<file path="src/rtl/lsu_ag_pkg.sv">
package lsu_ag_pkg;
   typedef enum logic [2:0] {
      AG_BASE_OFF = 3'd0,
      AG_IDX      = 3'd1,
      AG_ABS_SET  = 3'd2,
      AG_POST_REG = 3'd3,
      AG_POST_IMM = 3'd4,
      AG_BREV     = 3'd5,
      AG_GP       = 3'd6,
      AG_RSVD     = 3'd7
   } ag_mode_e;

   typedef struct packed {
      logic [31:0] ea;
      logic [31:0] wb_val;
      logic        wb_en;
      logic        cancel;
   } ag_res_t;
endpackage

</file>
<file path="src/rtl/lsu_ag_immx.sv">
// Extract a narrow immediate field, extend it, then scale it.
module lsu_ag_immx #(
   parameter int AW     = 32,
   parameter int FW     = 11,
   parameter bit SIGNED = 1'b1
) (
   input  logic [AW-1:0] imm_i,
   input  logic [1:0]    scale_i,
   output logic [AW-1:0] val_o
);
   localparam int PADW = AW - FW;

   initial begin : p_chk
      if (FW < 1 || FW >= AW) $fatal(1, "lsu_ag_immx: field width out of range");
   end

   logic [AW-1:0] ext;

   generate
      if (SIGNED) begin : g_sext
         assign ext = {{PADW{imm_i[FW-1]}}, imm_i[FW-1:0]};
      end else begin : g_zext
         assign ext = {{PADW{1'b0}}, imm_i[FW-1:0]};
      end
   endgenerate

   assign val_o = ext << scale_i;
endmodule

</file>
<file path="src/rtl/lsu_ag_brev.sv">
// Reverse the low RW bits, pass the rest through.
module lsu_ag_brev #(
   parameter int AW = 32,
   parameter int RW = 16
) (
   input  logic [AW-1:0] in_i,
   output logic [AW-1:0] out_o
);
   initial begin : p_chk
      if (RW < 2 || RW > AW) $fatal(1, "lsu_ag_brev: reverse width out of range");
   end

   generate
      for (genvar k = 0; k < RW; k++) begin : g_rev
         assign out_o[k] = in_i[RW-1-k];
      end
      if (RW < AW) begin : g_hi
         assign out_o[AW-1:RW] = in_i[AW-1:RW];
      end
   endgenerate
endmodule

</file>
<file path="src/rtl/lsu_ag_core.sv">
// Combinational address and writeback computation.
module lsu_ag_core
   import lsu_ag_pkg::*;
#(
   parameter int AW     = 32,
   parameter int PW     = 8,
   parameter int OFF_W  = 11,
   parameter int IDX_W  = 6,
   parameter int INC_W  = 4,
   parameter int GP_W   = 16,
   parameter int REV_W  = 16
) (
   input  logic [2:0]    mode_i,
   input  logic [1:0]    size_i,
   input  logic [AW-1:0] base_i,
   input  logic [AW-1:0] index_i,
   input  logic [AW-1:0] mod_i,
   input  logic [AW-1:0] gp_i,
   input  logic [AW-1:0] imm_i,
   input  logic [1:0]    shamt_i,
   input  logic          pred_en_i,
   input  logic          pred_neg_i,
   input  logic [PW-1:0] pred_i,
   output logic [AW-1:0] ea_o,
   output logic [AW-1:0] wb_val_o,
   output logic          wb_en_o,
   output logic          cancel_o
);
   initial begin : p_chk
      if (PW < 1) $fatal(1, "lsu_ag_core: predicate width must be positive");
   end

   logic [AW-1:0] off_v, idx_v, inc_v, gp_v, brev_v;
   logic [AW-1:0] ea_c, wbv_c;
   logic          upd_c, go_c;
   ag_mode_e      mode_e;

   assign mode_e = ag_mode_e'(mode_i);

   lsu_ag_immx #(.AW(AW), .FW(OFF_W), .SIGNED(1'b1)) u_off (
      .imm_i(imm_i), .scale_i(size_i), .val_o(off_v));
   lsu_ag_immx #(.AW(AW), .FW(IDX_W), .SIGNED(1'b0)) u_idx (
      .imm_i(imm_i), .scale_i(2'd0), .val_o(idx_v));
   lsu_ag_immx #(.AW(AW), .FW(INC_W), .SIGNED(1'b1)) u_inc (
      .imm_i(imm_i), .scale_i(size_i), .val_o(inc_v));
   lsu_ag_immx #(.AW(AW), .FW(GP_W), .SIGNED(1'b0)) u_gp (
      .imm_i(imm_i), .scale_i(size_i), .val_o(gp_v));
   lsu_ag_brev #(.AW(AW), .RW(REV_W)) u_brev (
      .in_i(base_i), .out_o(brev_v));

   always_comb begin
      ea_c  = base_i;
      wbv_c = base_i;
      upd_c = 1'b0;
      unique case (mode_e)
         AG_BASE_OFF: ea_c = base_i + off_v;
         AG_IDX:      ea_c = idx_v + (index_i << shamt_i);
         AG_ABS_SET: begin
            ea_c  = imm_i;
            wbv_c = imm_i;
            upd_c = 1'b1;
         end
         AG_POST_REG: begin
            wbv_c = base_i + mod_i;
            upd_c = 1'b1;
         end
         AG_POST_IMM: begin
            wbv_c = base_i + inc_v;
            upd_c = 1'b1;
         end
         AG_BREV: begin
            ea_c  = brev_v;
            wbv_c = base_i + mod_i;
            upd_c = 1'b1;
         end
         AG_GP:       ea_c = gp_i + gp_v;
         default:     ea_c = base_i;
      endcase
   end

   assign go_c     = ~pred_en_i | (pred_i[0] ^ pred_neg_i);
   assign ea_o     = ea_c;
   assign wb_val_o = wbv_c;
   assign wb_en_o  = upd_c & go_c;
   assign cancel_o = ~go_c;

   always_comb begin
      if (cancel_o) assert (!wb_en_o) else $error("AST_CORE_CANCEL_WB");
   end
endmodule

</file>
<file path="src/rtl/lsu_ag_top.sv">
module lsu_ag_top
   import lsu_ag_pkg::*;
#(
   parameter int AW      = 32,
   parameter int PW      = 8,
   parameter int OFF_W   = 11,
   parameter int IDX_W   = 6,
   parameter int INC_W   = 4,
   parameter int GP_W    = 16,
   parameter int REV_W   = 16,
   parameter bit REG_OUT = 1'b1
) (
   input  logic          clk,
   input  logic          rst_n,
   input  logic [2:0]    mode_i,
   input  logic [1:0]    size_i,
   input  logic [AW-1:0] base_i,
   input  logic [AW-1:0] index_i,
   input  logic [AW-1:0] mod_i,
   input  logic [AW-1:0] gp_i,
   input  logic [AW-1:0] imm_i,
   input  logic [1:0]    shamt_i,
   input  logic          pred_en_i,
   input  logic          pred_neg_i,
   input  logic [PW-1:0] pred_i,
   output logic [AW-1:0] ea_o,
   output logic [AW-1:0] wb_val_o,
   output logic          wb_en_o,
   output logic          cancel_o
);
   initial begin : p_chk
      if (AW < 8) $fatal(1, "lsu_ag_top: address width too small");
   end

   logic [AW-1:0] ea_c, wbv_c;
   logic          wbe_c, cnc_c;

   lsu_ag_core #(
      .AW(AW), .PW(PW), .OFF_W(OFF_W), .IDX_W(IDX_W),
      .INC_W(INC_W), .GP_W(GP_W), .REV_W(REV_W)
   ) u_core (
      .mode_i(mode_i), .size_i(size_i), .base_i(base_i), .index_i(index_i),
      .mod_i(mod_i), .gp_i(gp_i), .imm_i(imm_i), .shamt_i(shamt_i),
      .pred_en_i(pred_en_i), .pred_neg_i(pred_neg_i), .pred_i(pred_i),
      .ea_o(ea_c), .wb_val_o(wbv_c), .wb_en_o(wbe_c), .cancel_o(cnc_c)
   );

   generate
      if (REG_OUT) begin : g_reg
         logic live_q;
         always_ff @(posedge clk) begin
            if (!rst_n) begin
               ea_o     <= '0;
               wb_val_o <= '0;
               wb_en_o  <= 1'b0;
               cancel_o <= 1'b0;
               live_q   <= 1'b0;
            end else begin
               ea_o     <= ea_c;
               wb_val_o <= wbv_c;
               wb_en_o  <= wbe_c;
               cancel_o <= cnc_c;
               live_q   <= 1'b1;
            end
         end

         AST_CANCEL_NO_WB: assert property (@(posedge clk) disable iff (!rst_n)
            cancel_o |-> !wb_en_o);
         AST_POSTINC_EA_OLD: assert property (@(posedge clk) disable iff (!rst_n)
            (live_q && $past(mode_i) == 3'd3) |-> (ea_o == $past(base_i)));
         AST_POSTREG_WB: assert property (@(posedge clk) disable iff (!rst_n)
            (live_q && $past(mode_i) == 3'd3) |-> (wb_val_o == $past(base_i) + $past(mod_i)));
         AST_BREV_UPPER: assert property (@(posedge clk) disable iff (!rst_n)
            (live_q && $past(mode_i) == 3'd5) |-> (ea_o[AW-1:REV_W] == $past(base_i[AW-1:REV_W])));
         AST_ABS_SET_MATCH: assert property (@(posedge clk) disable iff (!rst_n)
            (live_q && $past(mode_i) == 3'd2) |-> (ea_o == wb_val_o));
         AST_NO_WB_PLAIN: assert property (@(posedge clk) disable iff (!rst_n)
            (live_q && ($past(mode_i) == 3'd0 || $past(mode_i) == 3'd6)) |-> !wb_en_o);
         AST_UNPRED_GO: assert property (@(posedge clk) disable iff (!rst_n)
            (live_q && !$past(pred_en_i)) |-> !cancel_o);
      end else begin : g_comb
         assign ea_o     = ea_c;
         assign wb_val_o = wbv_c;
         assign wb_en_o  = wbe_c;
         assign cancel_o = cnc_c;
      end
   endgenerate
endmodule

</file>
<file path="config.mk">
export PLATFORM = sky130hd
export DESIGN_NAME = lsu_ag_top
export DESIGN_NICKNAME = d
export VERILOG_FILES = /design/src/rtl/lsu_ag_pkg.sv /design/src/rtl/lsu_ag_immx.sv /design/src/rtl/lsu_ag_brev.sv /design/src/rtl/lsu_ag_core.sv /design/src/rtl/lsu_ag_top.sv
export SDC_FILE = /design/constraint.sdc
export NUM_CORES = 1
export LEC_CHECK = 0
export BUFFER_PORTS_ARGS = -buffer_cell sky130_fd_sc_hd__buf_4
export CAP_MARGIN = 20
export CORE_MARGIN = 3
export CORE_UTILIZATION = 51
export DETAILED_ROUTE_END_ITERATION = 7
export HOLD_SLACK_MARGIN = 0.06
export PLACE_DENSITY_LB_ADDON = 0.05
export SETUP_SLACK_MARGIN = 0.15
export SLEW_MARGIN = 15
export SYNTH_ARGS = -nofsm -noshare
export SYNTH_HDL_FRONTEND = slang
export SYNTH_SLANG_ARGS = --single-unit
</file>
<file path="constraint.sdc">
create_clock -name clk -period 4.9 [get_ports clk]
set_input_delay 0.98 -clock clk [delete_from_list [all_inputs] [get_ports clk]]
set_output_delay 0.98 -clock clk [all_outputs]
set_load 0.01 [all_outputs]
</file>
== Yosys cells after proc, flatten, opt, wreduce, memory -nomap -nowiden ==
Index checks and enable logic that the tools add are counted.

* Register bits: 66
* Logic and storage cells: 30

* Add/subtract/negate cells: 5
* Equality and inequality tests: 6
* Shift-type cells: 4
* Muxes and demuxes: 3
* Bitwise operators: 5
* Reductions and logical operators: 3

{| class="wikitable"
|+ Operators with widths
! kind !! number
|-
| $pmux 32 s5 || 1
|-
| $add 32x32->32 || 4
|-
| $pmux 32 s3 || 1
|-
| $shl 32x2->32 || 3
|-
| $add 6x32->32 || 1
|-
| $shl 16x2->32 || 1
|-
| $eq 3x3->1 const B || 3
|-
| $eq 3x2->1 const B || 2
|-
| $reduce_or 4->1 || 1
|-
| $eq 3x1->1 const B || 1
|-
| $logic_not 3->1 || 1
|-
| $not 1->1 || 2
|-
| $reduce_or 2->1 || 1
|-
| $and 1x1->1 || 1
|-
| $mux 1 || 1
|-
| $or 1x1->1 || 1
|-
| $xor 1x1->1 || 1
|}

== Depth between registers and ports, before layout ==
Gate-level depths: netlist of run 1.

* Depth in word-level cells: 4
* Gate-level depth with buffers: 20

== By module ==
Synthesis of run 1 repeated with hierarchy kept, for this count alone.

* Cells, all modules: 1797
* Area total of the unflattened synthesis: 13788.2 um^2

{| class="wikitable"
|+ By module, submodules not included
! module !! times used !! cells each !! area an instance (um^2)
|-
| lsu_ag_core || 1 || 1443 || 10179.8
|-
| lsu_ag_top || 1 || 139 || 1800.5
|-
| lsu_ag_immx at u_core.u_gp || 1 || 54 || 510.5
|-
| lsu_ag_immx at u_core.u_off || 1 || 47 || 431.7
|-
| lsu_ag_immx at u_core.u_idx || 1 || 42 || 324.1
|-
| lsu_ag_immx at u_core.u_inc || 1 || 40 || 301.5
|-
| lsu_ag_brev || 1 || 32 || 240.2
|}

== Worst setup path after synthesis of run 1 ==
No wires, ideal clock.

* Path kind: in2reg
* From: input mode_i[1]
* To: register wb_val_o[31]
* Arrival time: 4.706 ns
* Setup slack: 0.119 ns
* Cell stages on the path: 19
* Buffers on the path: 2
* Path through: inv_1 > ha_1 > clkbuf_1 > nand2_1 > o21ai_1 > inv_1 > nand2_1 > clkbuf_1 > nand2_1 > ha_1 > nand4_1 > or3_1 > a21o_1 > a2111oi_2 > o211ai_2 > o21ai_2 > a221oi_2 > or3_1 > a31oi_1

* Longest elaborated chain between the ends: 3
* Elaborated cells between the ends (all ways): 6
* Classes of those cells: eq/ne (4); mux (1); reduce/logical (1)

{| class="wikitable"
|+ Ends and longest elaborated chain
! item !! RTL line !! RTL
|-
| from (decl) || lsu_ag_top.sv:15 || <nowiki>input logic [2:0] mode_i,</nowiki>
|-
| $eq 3x2->1 / $eq 3x3->1 (equally long branches) || lsu_ag_core.sv:55 || <nowiki>unique case (mode_e)</nowiki>
|-
| $reduce_or 2->1 (no source line) || -- ||
|-
| $pmux 32 s3 * || lsu_ag_core.sv:55 ||
|-
| to (signal assigned) || lsu_ag_top.sv:60 || <nowiki>wb_val_o <= wbv_c;</nowiki>
|-
| to (decl) || lsu_ag_top.sv:27 || <nowiki>output logic [AW-1:0] wb_val_o,</nowiki>
|}

Every way passes the cells marked *; elsewhere a longest branch is shown, timed or not.
A chain may end at the register's enable or synchronous reset.

== Worst setup path after layout of run 1 ==
Ends and elaborated chain as after synthesis.

==> qor.json, run 1 <==
{
  "post_cts.repair.setup_buffers": {"value": 0},
  "dpl_worst_slack": {"value": 150, "unit": "ps"},
  "gp_congestion": {"value": 0.976},
  "netlist_instances": {"value": 1329},
  "path_cells": {"value": "buf_4 > inv_1 > ha_1 > nand2_1 > o21ai_2 > buf_4 > o21ai_0 > ha_1 > o21ai_0 > or3_1 > a21o_1 > a2111oi_2 > o211ai_2 > o21ai_2 > a221oi_2 > or3_1 > a31oi_1"},
  "fmaxAchievable": {"value": 226, "unit": "MHz"},
  "routed_via_density": {"value": 6.42},
  "synth.cell_area": {"value": 10200, "unit": "sq um"},
  "layout_cell_share_with_drive_strength_beyond_1": {"value": 22.8, "unit": "%"},
  "synthesis.yosys.warnings": {"value": 0},
  "cell_type_with_the_largest_total_area_after_synthesis": {"value": "sky130_fd_sc_hd__dfxtp_1"},
  "net_load_switching_power": {"value": 1.19, "unit": "mW"},
  "synth_cell_types": {"value": 98},
  "cp-end-kind": {"value": "flip-flop"},
  "power-per-cell-area": {"value": 232, "unit": "nW/um^2"},
  "clk_root_buffer_cell": {"value": "sky130_fd_sc_hd__clkbuf_16"},
  "max_capacitance_violation_count": {"value": 0},
  "yosysMostFrequentCell": {"value": "sky130_fd_sc_hd__nand2_1"},
  "crit_buf_inv": {"value": 3},
  "post-layout-total-power": {"value": 2.91, "unit": "mW"},
  "relSlewSlack": {"value": 40.6, "unit": "%"},
  "crit_path_top_delay_cell": {"value": "sky130_fd_sc_hd__a2111oi_2"},
  "intPower": {"value": 1.72, "unit": "mW"},
  "synth.top_cell.area_share": {"value": 13.0, "unit": "%"},
  "detailedRoute.firstPassIterationCount": {"value": 8},
  "drt.antenna.violating_nets": {"value": 0},
  "grt_pass1_wl": {"value": 60.0, "unit": "mm"},
  "post-route-min-period": {"value": 4420, "unit": "ps"},
  "timing.final.ws_setup": {"value": 481, "unit": "ps"},
  "num_vias": {"value": 11600},
  "leakage": {"value": 5.54, "unit": "nW"},
  "design.core.area": {"value": 19500, "unit": "sq um"},
  "setup_viol_count_final": {"value": 0},
  "cts_max_path_buffers": {"value": 2},
  "netlist_top_cells_count": {"value": "sky130_fd_sc_hd__nand2_1 (167), sky130_fd_sc_hd__a21oi_1 (118), sky130_fd_sc_hd__ha_1 (96), sky130_fd_sc_hd__nor2_1 (91), sky130_fd_sc_hd__o21ai_0 (80)"},
  "layout.nets": {"value": 1813},
  "cts-buffers-inserted": {"value": 9},
  "critical_path.top_delay_family": {"value": "compound AO/OA/AOI/OAI gates"},
  "num_antenna_cells": {"value": 0},
  "hold_ws": {"value": 868, "unit": "ps"},
  "result_of_the_run": {"value": "completed"},
  "cts_resized": {"value": 0},
  "report.final.slew_viol_count": {"value": 0},
  "timing.critical_path.from_type": {"value": "input pin"},
  "route.detailed.wl_per_inst": {"value": 21.7, "unit": "um"},
  "dp_hpwl": {"value": 30.7, "unit": "mm"},
  "dominantRegCellSynth": {"value": "sky130_fd_sc_hd__dfxtp_1"},
  "critPathArrivalTime": {"value": 4700, "unit": "ps"},
  "worstHoldPathType": {"value": "in -> reg"},
  "tightest_slew": {"value": 890, "unit": "ps"},
  "cpPeakStageDelay": {"value": 540, "unit": "ps"},
  "clock-sinks": {"value": 66},
  "ys_ff_latch": {"value": 66},
  "total_negative_setup_slack": {"value": 0, "unit": "ps"},
  "cts_tree": {"value": "built"},
  "initial_core_util": {"value": 52.2, "unit": "%"},
  "grt_start_max_net_pins": {"value": 55},
  "htree_levels": {"value": 3},
  "power.switching_fraction": {"value": 40.8, "unit": "%"},
  "final_min_period_over_clock_period": {"value": 90.2, "unit": "%"},
  "io_pins": {"value": 245},
  "synth.yosys.seq_area_share": {"value": 13.0, "unit": "%"},
  "clock_power_share": {"value": 23.7, "unit": "%"},
  "top_cells_by_area_in_the_synthesized_netlist": {"value": "sky130_fd_sc_hd__dfxtp_1 (13%), sky130_fd_sc_hd__ha_1 (12%), sky130_fd_sc_hd__nand2_1 (6.1%)"},
  "vdd.ir_drop.worst": {"value": 0.000186, "unit": "V"},
  "die_x": {"value": 147, "unit": "um"},
  "synthArstFlopShare": {"value": 0, "unit": "%"},
  "finalHoldViolCount": {"value": 0},
  "die_height": {"value": 147, "unit": "um"},
  "num-fill-cells": {"value": 1809},
  "share_comb_of_total_power": {"value": 55.0, "unit": "%"},
  "setup.worst_path.class": {"value": "in -> reg"},
  "drtIter0Drc": {"value": 1173},
  "share_seq_of_total_power": {"value": 21.3, "unit": "%"},
  "antenna_found_initial": {"value": 1},
  "path_max_fanout": {"value": 34},
  "cp.required": {"value": 5180, "unit": "ps"},
  "postRouteWirelength": {"value": 39.2, "unit": "mm"},
  "grt_pass1_vias": {"value": 10900},
  "placement.io_buffers": {"value": 237},
  "final_core_utilization": {"value": 64.2, "unit": "%"},
  "globalRoute.totalOverflow": {"value": 0},
  "die_area": {"value": 21700, "unit": "sq um"},
  "cts_hold_buffers": {"value": 0},
  "avgSynthCellArea": {"value": 7.67, "unit": "sq um"},
  "clock_slew_at_reported_path_ffs": {"value": 60, "unit": "ps"},
  "mappedNetlistNets": {"value": 1606},
  "areaGrowthSynthToFinish": {"value": 23.0, "unit": "%"},
  "setup_repair_after_global_routing_missed_its_margin": {"value": "false"},
  "num_rows": {"value": 51},
  "global_route.usage.total": {"value": 34.7, "unit": "%"},
  "drcViolationCount": {"value": 0},
  "synth-edff-count": {"value": 0}
}
power by group through the flow:
stage	clock network (mW)	registers, mW	logic (mW)
finish	0.688	0.620	1.60
detailed placement	0	0.630	1.56
floorplan	0	0.658	0.997
global route	0.719	0.626	1.73
global placement	0	0.630	1.55
CTS	0.694	0.620	1.57
final timing paths:
path	from	slack, ps	cells past startpoint	end
hold / removal	pred_en_i	870	3	cancel_o$_SDFF_PN0_
setup / recovery	mode_i[1]	480	17	wb_val_o[31]$_SDFF_PN0_
layer usage:
metal | up-vias | part of all wire [%] | GRT usage (%)
met3 | 169 | 9.0 | 6.32
met4 | 2 | 5.6 | 16.3
met2 | 670 | 46 | 56.9
met1 | 5295 | 40 | 44.3
met5 | - | 0.033 | 0
li1 | 5456 | - | -
per-stage QoR:
step / instance area [sq um] / std cells
final: 12500 / 1806
after floorplan: 10200 / 1329
after global routing: 12500 / 1806
after CTS: 12500 / 1806
after detailed placement: 12200 / 1790
after global placement: 12200 / 1790
area by class of cell:
cell class,instances,area (sq um),area share (%)
clock inverter,5,52.6,0.419
sequential,66,1320,10.5
timing repair buffer,270,2030,16.2
tap,265,332,2.64
inverter,37,139,1.11
clock buffer,11,253,2.02
multi-input combinational,1152,8410,67.1
cell families (layout without fill, tap and decap cells):
group,after synthesis,count (layout),synth area share [%]
compound gates,456,456,30.4
xor+xnor,99,99,8.51
fa+ha+maj,98,98,12.2
buf+inv,111,323,4.66
flops,66,66,13.0
mux,72,72,11.4
simple gates,427,427,19.9
cell usage in the layout (no fill, tap or decap), types with 7 or more instances in the layout:
cell type / n
sky130_fd_sc_hd__a31oi_1: 19
sky130_fd_sc_hd__nor3_1: 24
sky130_fd_sc_hd__a21oi_1: 118
sky130_fd_sc_hd__a21o_1: 36
sky130_fd_sc_hd__dfxtp_1: 66
sky130_fd_sc_hd__a211oi_1: 14
sky130_fd_sc_hd__o22ai_1: 14
sky130_fd_sc_hd__mux2i_1: 27
sky130_fd_sc_hd__nand2_1: 167
sky130_fd_sc_hd__nand4_1: 23
sky130_fd_sc_hd__o21bai_1: 10
sky130_fd_sc_hd__buf_4: 270
sky130_fd_sc_hd__nand2b_1: 15
sky130_fd_sc_hd__or3_1: 8
sky130_fd_sc_hd__xnor2_1: 56
sky130_fd_sc_hd__inv_1: 33
sky130_fd_sc_hd__mux4_2: 21
sky130_fd_sc_hd__mux2_2: 13
sky130_fd_sc_hd__nand3_1: 38
sky130_fd_sc_hd__nor2_1: 90
sky130_fd_sc_hd__ha_1: 96
sky130_fd_sc_hd__mux4_1: 9
sky130_fd_sc_hd__o211ai_1: 13
sky130_fd_sc_hd__a22oi_1: 36
sky130_fd_sc_hd__clkbuf_16: 9
sky130_fd_sc_hd__nor2b_1: 13
sky130_fd_sc_hd__a221oi_1: 20
sky130_fd_sc_hd__o21a_1: 11
sky130_fd_sc_hd__a222oi_1: 10
sky130_fd_sc_hd__and2_1: 9
sky130_fd_sc_hd__and3_1: 7
sky130_fd_sc_hd__xor2_1: 43
sky130_fd_sc_hd__o21ai_0: 80
sequential cells by signal, summed over array words and instances, names as in the netlist:
name / flops
wb_en_o: 1
ea_o: 32
cancel_o: 1
wb_val_o: 32
Note: power is estimated with default switching activity, not from simulation.
==> run 2: changes to the inputs <==
==> constraint.sdc (replaced) <==
create_clock -name clk -period 4.9 [get_ports clk]
set_input_delay 0.49 -clock clk [delete_from_list [all_inputs] [get_ports clk]]
set_output_delay 0.49 -clock clk [all_outputs]
set_load 0.01 [all_outputs]
==> qor.json, run 2 (synthesized netlist as in run 1, its figures left out) <==
{
  "worstHoldPathType": {"value": "in -> reg"},
  "final_core_utilization": {"value": 63.8, "unit": "%"},
  "drt.antenna.violating_nets": {"value": 0},
  "setup_viol_count_final": {"value": 0},
  "post-route-min-period": {"value": 4100, "unit": "ps"},
  "design.core.area": {"value": 19500, "unit": "sq um"},
  "relSlewSlack": {"value": 34.1, "unit": "%"},
  "fmaxAchievable": {"value": 244, "unit": "MHz"},
  "stdcell_count": {"value": 1788},
  "areaGrowthSynthToFinish": {"value": 22.1, "unit": "%"},
  "path_cells": {"value": "buf_4 > nand2_1 > o21ai_2 > buf_4 > mux2_2 > ha_1 > fa_1 > a21o_1 > a21oi_1 > o211ai_1 > nand4_1 > a21oi_1 > a21oi_1 > nand2b_1 > nand4_1 > a31oi_1"},
  "most_used_cells_in_the_layout_excluding_fill_and_tap_cells": {"value": "sky130_fd_sc_hd__buf_4 (252), sky130_fd_sc_hd__nand2_1 (167), sky130_fd_sc_hd__a21oi_1 (118)"},
  "num_antenna_cells": {"value": 0},
  "layout_cell_share_with_drive_strength_beyond_1": {"value": 21.9, "unit": "%"},
  "layout.cells.most_common": {"value": "sky130_fd_sc_hd__buf_4"},
  "num_vias": {"value": 11600},
  "result_of_the_run": {"value": "completed"},
  "clock-sinks": {"value": 66},
  "crit_path_top_delay_cell": {"value": "sky130_fd_sc_hd__fa_1"},
  "placedCellCount": {"value": 1772},
  "cts_resized": {"value": 0},
  "drcViolationCount": {"value": 0},
  "worst_path_most_repeated_cell": {"value": "sky130_fd_sc_hd__a21oi_1"},
  "largest_registers": {"value": "ea_o (32), wb_val_o (32)"},
  "antenna_found_initial": {"value": 0},
  "timing.critical_path.from_type": {"value": "input pin"},
  "layout.nets": {"value": 1795},
  "path_max_fanout": {"value": 34},
  "io_pins": {"value": 245},
  "cts_max_path_buffers": {"value": 2},
  "placement.io_buffers": {"value": 237},
  "cts_hold_buffers": {"value": 0},
  "htree_levels": {"value": 3},
  "global_route.usage.total": {"value": 34.1, "unit": "%"},
  "post_cts.repair.setup_buffers": {"value": 0},
  "num_rows": {"value": 51},
  "tightest_slew": {"value": 989, "unit": "ps"},
  "cts-buffers-inserted": {"value": 9},
  "initial_core_util": {"value": 52.2, "unit": "%"},
  "power-per-cell-area": {"value": 241, "unit": "nW/um^2"},
  "cp-end-kind": {"value": "flip-flop"},
  "grt_pass1_wl": {"value": 58.9, "unit": "mm"},
  "setup.worst_path.class": {"value": "in -> reg"},
  "route.detailed.wl_per_inst": {"value": 21.5, "unit": "um"},
  "gp_congestion": {"value": 0.970},
  "critPathArrivalTime": {"value": 4380, "unit": "ps"},
  "routed_via_density": {"value": 6.48},
  "vdd.ir_drop.worst": {"value": 0.000197, "unit": "V"},
  "finalHoldViolCount": {"value": 0},
  "dp_hpwl": {"value": 30.1, "unit": "mm"},
  "die_area": {"value": 21700, "unit": "sq um"},
  "globalRoute.totalOverflow": {"value": 0},
  "placement.cell_area": {"value": 12100, "unit": "sq um"},
  "die_x": {"value": 147, "unit": "um"},
  "grt_start_max_net_pins": {"value": 55},
  "grt_pass1_vias": {"value": 10900},
  "final_min_period_over_clock_period": {"value": 83.7, "unit": "%"},
  "cp.required": {"value": 5180, "unit": "ps"},
  "clk_root_buffer_cell": {"value": "sky130_fd_sc_hd__clkbuf_16"},
  "detailedRoute.firstPassIterationCount": {"value": 6},
  "postRouteWirelength": {"value": 38.5, "unit": "mm"},
  "total_negative_setup_slack": {"value": 0, "unit": "ps"},
  "cpPeakStageDelay": {"value": 440, "unit": "ps"},
  "clock_slew_at_reported_path_ffs": {"value": 60, "unit": "ps"},
  "max_capacitance_violation_count": {"value": 0},
  "drtIter0Drc": {"value": 1087},
  "setup_repair_after_global_routing_missed_its_margin": {"value": "false"},
  "report.final.slew_viol_count": {"value": 0},
  "area_of_all_placed_cells_without_fillers": {"value": 12400, "unit": "sq um"},
  "leakage": {"value": 5.49, "unit": "nW"},
  "die_height": {"value": 147, "unit": "um"},
  "cts_tree": {"value": "built"}
}
[run 2: cell types whose count changed in the layout (fill, tap and decap cells not counted), sizes merged]
cell      delta
buf         -18
bufinv       +2
clkinv       -2
clkinvlp     -1
inv          +1
[run 2: worst paths after layout]
kind | start | slack, ps | cells past startpoint | end
hold / removal | pred_en_i | 390 | 3 | cancel_o$_SDFF_PN0_
setup / recovery | mode_i[2] | 800 | 16 | wb_val_o[28]$_SDFF_PN0_
[run 2: where the power goes]
part	internal [mW]	switching (mW)
logic	0.685	0.892
registers	0.598	0.0202
clock network	0.523	0.278
total	1.81	1.19
[run 2: layout make-up]
cell class,count,area (sq um)
clock buffer,11,253
fill,1818,7080
timing repair buffer,252,1890
clock inverter,5,100
multi-input combinational,1152,8410
tap,265,332
inverter,37,139
sequential,66,1320
[run 2: worst max-delay path, delay by kind of cell]
family                     cells  cell delay (ps)
and+or+nand+nor                4              610
buffers and inverters          2              700
AOI/OAI and AO/OA              7             1460
muxes                          1              390
adders and majority gates      2              680
[run 2: metrics by stage]
step	setup slack, ps	power (mW)	hold slack [ps]
global route	487	3.16	441
floorplan	609	1.65	626
finish	799	3.00	392
global placement	533	2.16	743
CTS	847	2.98	389
detailed placement	490	2.17	751
[run 2: layer usage]
layer  GRT usage, %  part of all wire [%]  vias to the layer above  routed length [um]
met2           56.6                    46                      655               17600
met3           6.01                   8.7                      167                3360
met1           43.2                    40                     5327               15300
li1               -                     -                     5429                   -
met5              0                     0                        -                   0
met4           15.8                   5.9                        0                2280
==> run 3: changes to the inputs <==
--- a/config.mk
+++ b/config.mk
@@ -5,10 +5,11 @@
 export SDC_FILE = /design/constraint.sdc
 export NUM_CORES = 1
 export LEC_CHECK = 0
+export ABC_AREA = 1
 export BUFFER_PORTS_ARGS = -buffer_cell sky130_fd_sc_hd__buf_4
 export CAP_MARGIN = 20
 export CORE_MARGIN = 3
-export CORE_UTILIZATION = 51
+export CORE_UTILIZATION = 52
 export DETAILED_ROUTE_END_ITERATION = 7
 export HOLD_SLACK_MARGIN = 0.06
 export PLACE_DENSITY_LB_ADDON = 0.05
==> constraint.sdc (replaced) <==
create_clock -name clk -period 3.5 [get_ports clk]
set_input_delay 0.35 -clock clk [delete_from_list [all_inputs] [get_ports clk]]
set_output_delay 0.35 -clock clk [all_outputs]
set_load 0.01 [all_outputs]
==> qor.json, run 3 <==
{
  "setup_viol_count_final": {"value": 0},
  "dp_hpwl": {"value": 42.4, "unit": "mm"},
  "largest_registers": {"value": "ea_o (32), wb_val_o (32)"},
  "power.switching_fraction": {"value": 44.6, "unit": "%"},
  "placedCellCount": {"value": 2643},
  "synth_compound_area_share": {"value": 24.1, "unit": "%"},
  "share_seq_of_total_power": {"value": 20.1, "unit": "%"},
  "hold_ws": {"value": 269, "unit": "ps"},
  "synth_cell_types": {"value": 50},
  "timing.critical_path.from_type": {"value": "input pin"},
  "net_load_switching_power": {"value": 1.91, "unit": "mW"},
  "die_x": {"value": 154, "unit": "um"},
  "design.core.area": {"value": 21300, "unit": "sq um"},
  "yosys.area_share.adder": {"value": 10.9, "unit": "%"},
  "timing.final.ws_setup": {"value": 287, "unit": "ps"},
  "final_min_period_over_clock_period": {"value": 91.8, "unit": "%"},
  "synth.yosys.seq_area_share": {"value": 11.6, "unit": "%"},
  "total_negative_setup_slack": {"value": 0, "unit": "ps"},
  "leakage": {"value": 7.39, "unit": "nW"},
  "postRouteWirelength": {"value": 50.7, "unit": "mm"},
  "grt_start_max_net_pins": {"value": 55},
  "synthArstFlopShare": {"value": 0, "unit": "%"},
  "yosysMostFrequentCell": {"value": "sky130_fd_sc_hd__nand2_1"},
  "dpl_worst_slack": {"value": 25.9, "unit": "ps"},
  "route.detailed.wl_per_inst": {"value": 19.1, "unit": "um"},
  "relSlewSlack": {"value": 26.3, "unit": "%"},
  "cp.required": {"value": 3650, "unit": "ps"},
  "globalRoute.totalOverflow": {"value": 0},
  "drt.antenna.violating_nets": {"value": 0},
  "stdcell_count": {"value": 2659},
  "max_capacitance_violation_count": {"value": 0},
  "cts_tree": {"value": "built"},
  "share_comb_of_total_power": {"value": 56.1, "unit": "%"},
  "clk_root_buffer_cell": {"value": "sky130_fd_sc_hd__clkbuf_16"},
  "grt_pass1_vias": {"value": 14300},
  "io_pins": {"value": 245},
  "antenna_found_initial": {"value": 0},
  "mappedNetlistNets": {"value": 2378},
  "area_fraction_in_and_or_nand_and_nor_cells_after_synthesis": {"value": 41.0, "unit": "%"},
  "yosys.area_share.xor_xnor": {"value": 0.461, "unit": "%"},
  "path_max_fanout": {"value": 18},
  "tightest_slew": {"value": 1110, "unit": "ps"},
  "fmaxAchievable": {"value": 311, "unit": "MHz"},
  "setup_repair_after_global_routing_missed_its_margin": {"value": "false"},
  "cts_max_path_buffers": {"value": 2},
  "synthesis.yosys.warnings": {"value": 0},
  "vdd.ir_drop.worst": {"value": 0.000257, "unit": "V"},
  "layout.nets": {"value": 2656},
  "clock_power_share": {"value": 23.8, "unit": "%"},
  "layout_cell_share_with_drive_strength_beyond_1": {"value": 17.6, "unit": "%"},
  "cp-end-kind": {"value": "flip-flop"},
  "num_vias": {"value": 15800},
  "ys_ff_latch": {"value": 66},
  "cts-buffers-inserted": {"value": 9},
  "num_antenna_cells": {"value": 0},
  "clock_slew_at_reported_path_ffs": {"value": 60, "unit": "ps"},
  "main_combinational_cell_family_by_area_after_synthesis": {"value": "simple AND/OR/NAND/NOR gates"},
  "setup.worst_path.class": {"value": "in -> reg"},
  "dominantRegCellSynth": {"value": "sky130_fd_sc_hd__dfxtp_1"},
  "layout.cells.most_common": {"value": "sky130_fd_sc_hd__nand2_1"},
  "clock-sinks": {"value": 66},
  "finalHoldViolCount": {"value": 0},
  "most_used_cells_in_the_layout_excluding_fill_and_tap_cells": {"value": "sky130_fd_sc_hd__nand2_1 (628), sky130_fd_sc_hd__buf_4 (320), sky130_fd_sc_hd__inv_1 (261)"},
  "synth-edff-count": {"value": 0},
  "mux_contribution_to_synthesized_area": {"value": 0.439, "unit": "%"},
  "detailedRoute.firstPassIterationCount": {"value": 8},
  "die_area": {"value": 23700, "unit": "sq um"},
  "netlist_top_cells_count": {"value": "sky130_fd_sc_hd__nand2_1 (628), sky130_fd_sc_hd__inv_1 (261), sky130_fd_sc_hd__o21ai_0 (185), sky130_fd_sc_hd__nor2_1 (181), sky130_fd_sc_hd__nand3_1 (176)"},
  "synth.top_cell.area_share": {"value": 20.7, "unit": "%"},
  "result_of_the_run": {"value": "completed"},
  "critPathArrivalTime": {"value": 3360, "unit": "ps"},
  "netlist_instances": {"value": 2101},
  "global_route.usage.total": {"value": 40.6, "unit": "%"},
  "avgSynthCellArea": {"value": 5.43, "unit": "sq um"},
  "initial_core_util": {"value": 53.6, "unit": "%"},
  "drtIter0Drc": {"value": 1850},
  "cell_type_with_the_largest_total_area_after_synthesis": {"value": "sky130_fd_sc_hd__nand2_1"},
  "num_rows": {"value": 53},
  "routed_via_density": {"value": 5.94},
  "report.final.slew_viol_count": {"value": 0},
  "worstHoldPathType": {"value": "in -> reg"},
  "die_height": {"value": 154, "unit": "um"},
  "top_cells_by_area_in_the_synthesized_netlist": {"value": "sky130_fd_sc_hd__nand2_1 (21%), sky130_fd_sc_hd__dfxtp_1 (12%), sky130_fd_sc_hd__ha_1 (11%)"},
  "drcViolationCount": {"value": 0},
  "htree_levels": {"value": 3},
  "intPower": {"value": 2.37, "unit": "mW"},
  "areaGrowthSynthToFinish": {"value": 24.8, "unit": "%"},
  "cts_hold_buffers": {"value": 0},
  "grt_pass1_wl": {"value": 76.6, "unit": "mm"},
  "power-per-cell-area": {"value": 301, "unit": "nW/um^2"},
  "synth.cell_area": {"value": 11400, "unit": "sq um"},
  "placement.io_buffers": {"value": 237},
  "post-route-min-period": {"value": 3210, "unit": "ps"},
  "gp_congestion": {"value": 1.23}
}
## run 3: path summary, 6_finish.rpt
| path | from | end | slack, ps | cells after the start |
|---|---|---|---|---|
| setup / recovery | size_i[0] | ea_o[10]$_SDFF_PN0_ | 290 | 14 |
| hold / removal | pred_en_i | cancel_o$_SDFF_PN0_ | 270 | 3 |
## run 3: logic make-up (layout without fill, tap and decap cells)
logic type,after synthesis,in the layout
mux,5,5
simple gates,1107,1107
flops,66,66
fa+ha+maj,98,98
buf+inv,331,614
xor+xnor,6,6
compound gates,488,488
## run 3: routing by layer
| metal | GRT usage (%) | vias up | wire (um) |
|---|---|---|---|
| li1 | - | 7533 | - |
| met1 | 54.1 | 7097 | 20000 |
| met2 | 62.2 | 990 | 21100 |
| met3 | 11.0 | 176 | 7080 |
| met4 | 16.0 | 0 | 2530 |
| met5 | 0 | - | 0 |
## run 3: final cells by class
| type | count | area (sq um) |
|---|---|---|
| Clock buffer | 10 | 239 |
| Clock inverter | 6 | 90.1 |
| Fill cell | 2098 | 7060 |
| Inverter | 278 | 1040 |
| Multi-Input combinational cell | 1704 | 8780 |
| Sequential cell | 66 | 1320 |
| Tap cell | 275 | 344 |
| Timing Repair Buffer | 320 | 2400 |
## run 3: power by group through the flow
stage                     clock [mW]  combinational [mW]  sequential [mW]
final                           1.02                2.40            0.863
after CTS                       1.03                2.32            0.861
after global placement             0                2.27            0.876
after global routing            1.05                2.62            0.866
after detailed placement           0                2.30            0.876
after floorplan                    0                1.36            0.908
## run 3: critical path, stage by stage
cell and delay (ps):
sky130_fd_sc_hd__buf_4 180, sky130_fd_sc_hd__nand2_1 90, sky130_fd_sc_hd__o21ai_0 170, sky130_fd_sc_hd__o21ai_0 600, sky130_fd_sc_hd__ha_1 390, sky130_fd_sc_hd__a21oi_1 230
sky130_fd_sc_hd__o21ai_0 160, sky130_fd_sc_hd__a21oi_1 150, sky130_fd_sc_hd__nand2_1 140, sky130_fd_sc_hd__buf_4 170, sky130_fd_sc_hd__o21ai_0 320, sky130_fd_sc_hd__nand4_1 150
sky130_fd_sc_hd__nand2_1 100, sky130_fd_sc_hd__a31oi_1 140
## run 3: metrics by stage
step	instance area, sq um	total power, mW	utilization, %
3_5_place_dp	13900	3.18	65.2
2_1_floorplan	11400	2.26	-
3_3_place_gp	13900	3.14	65.2
6_report	14200	4.28	66.8
5_1_grt	14200	4.53	66.8
4_1_cts	14200	4.21	66.8
## run 3: what timing repair did
action / in CTS / in global routing
setup buffers: 0 / 0
resized for setup: 0 / 5
setup endpoints to repair: 0 / 17
endpoints found under the hold margin: 0 / 0
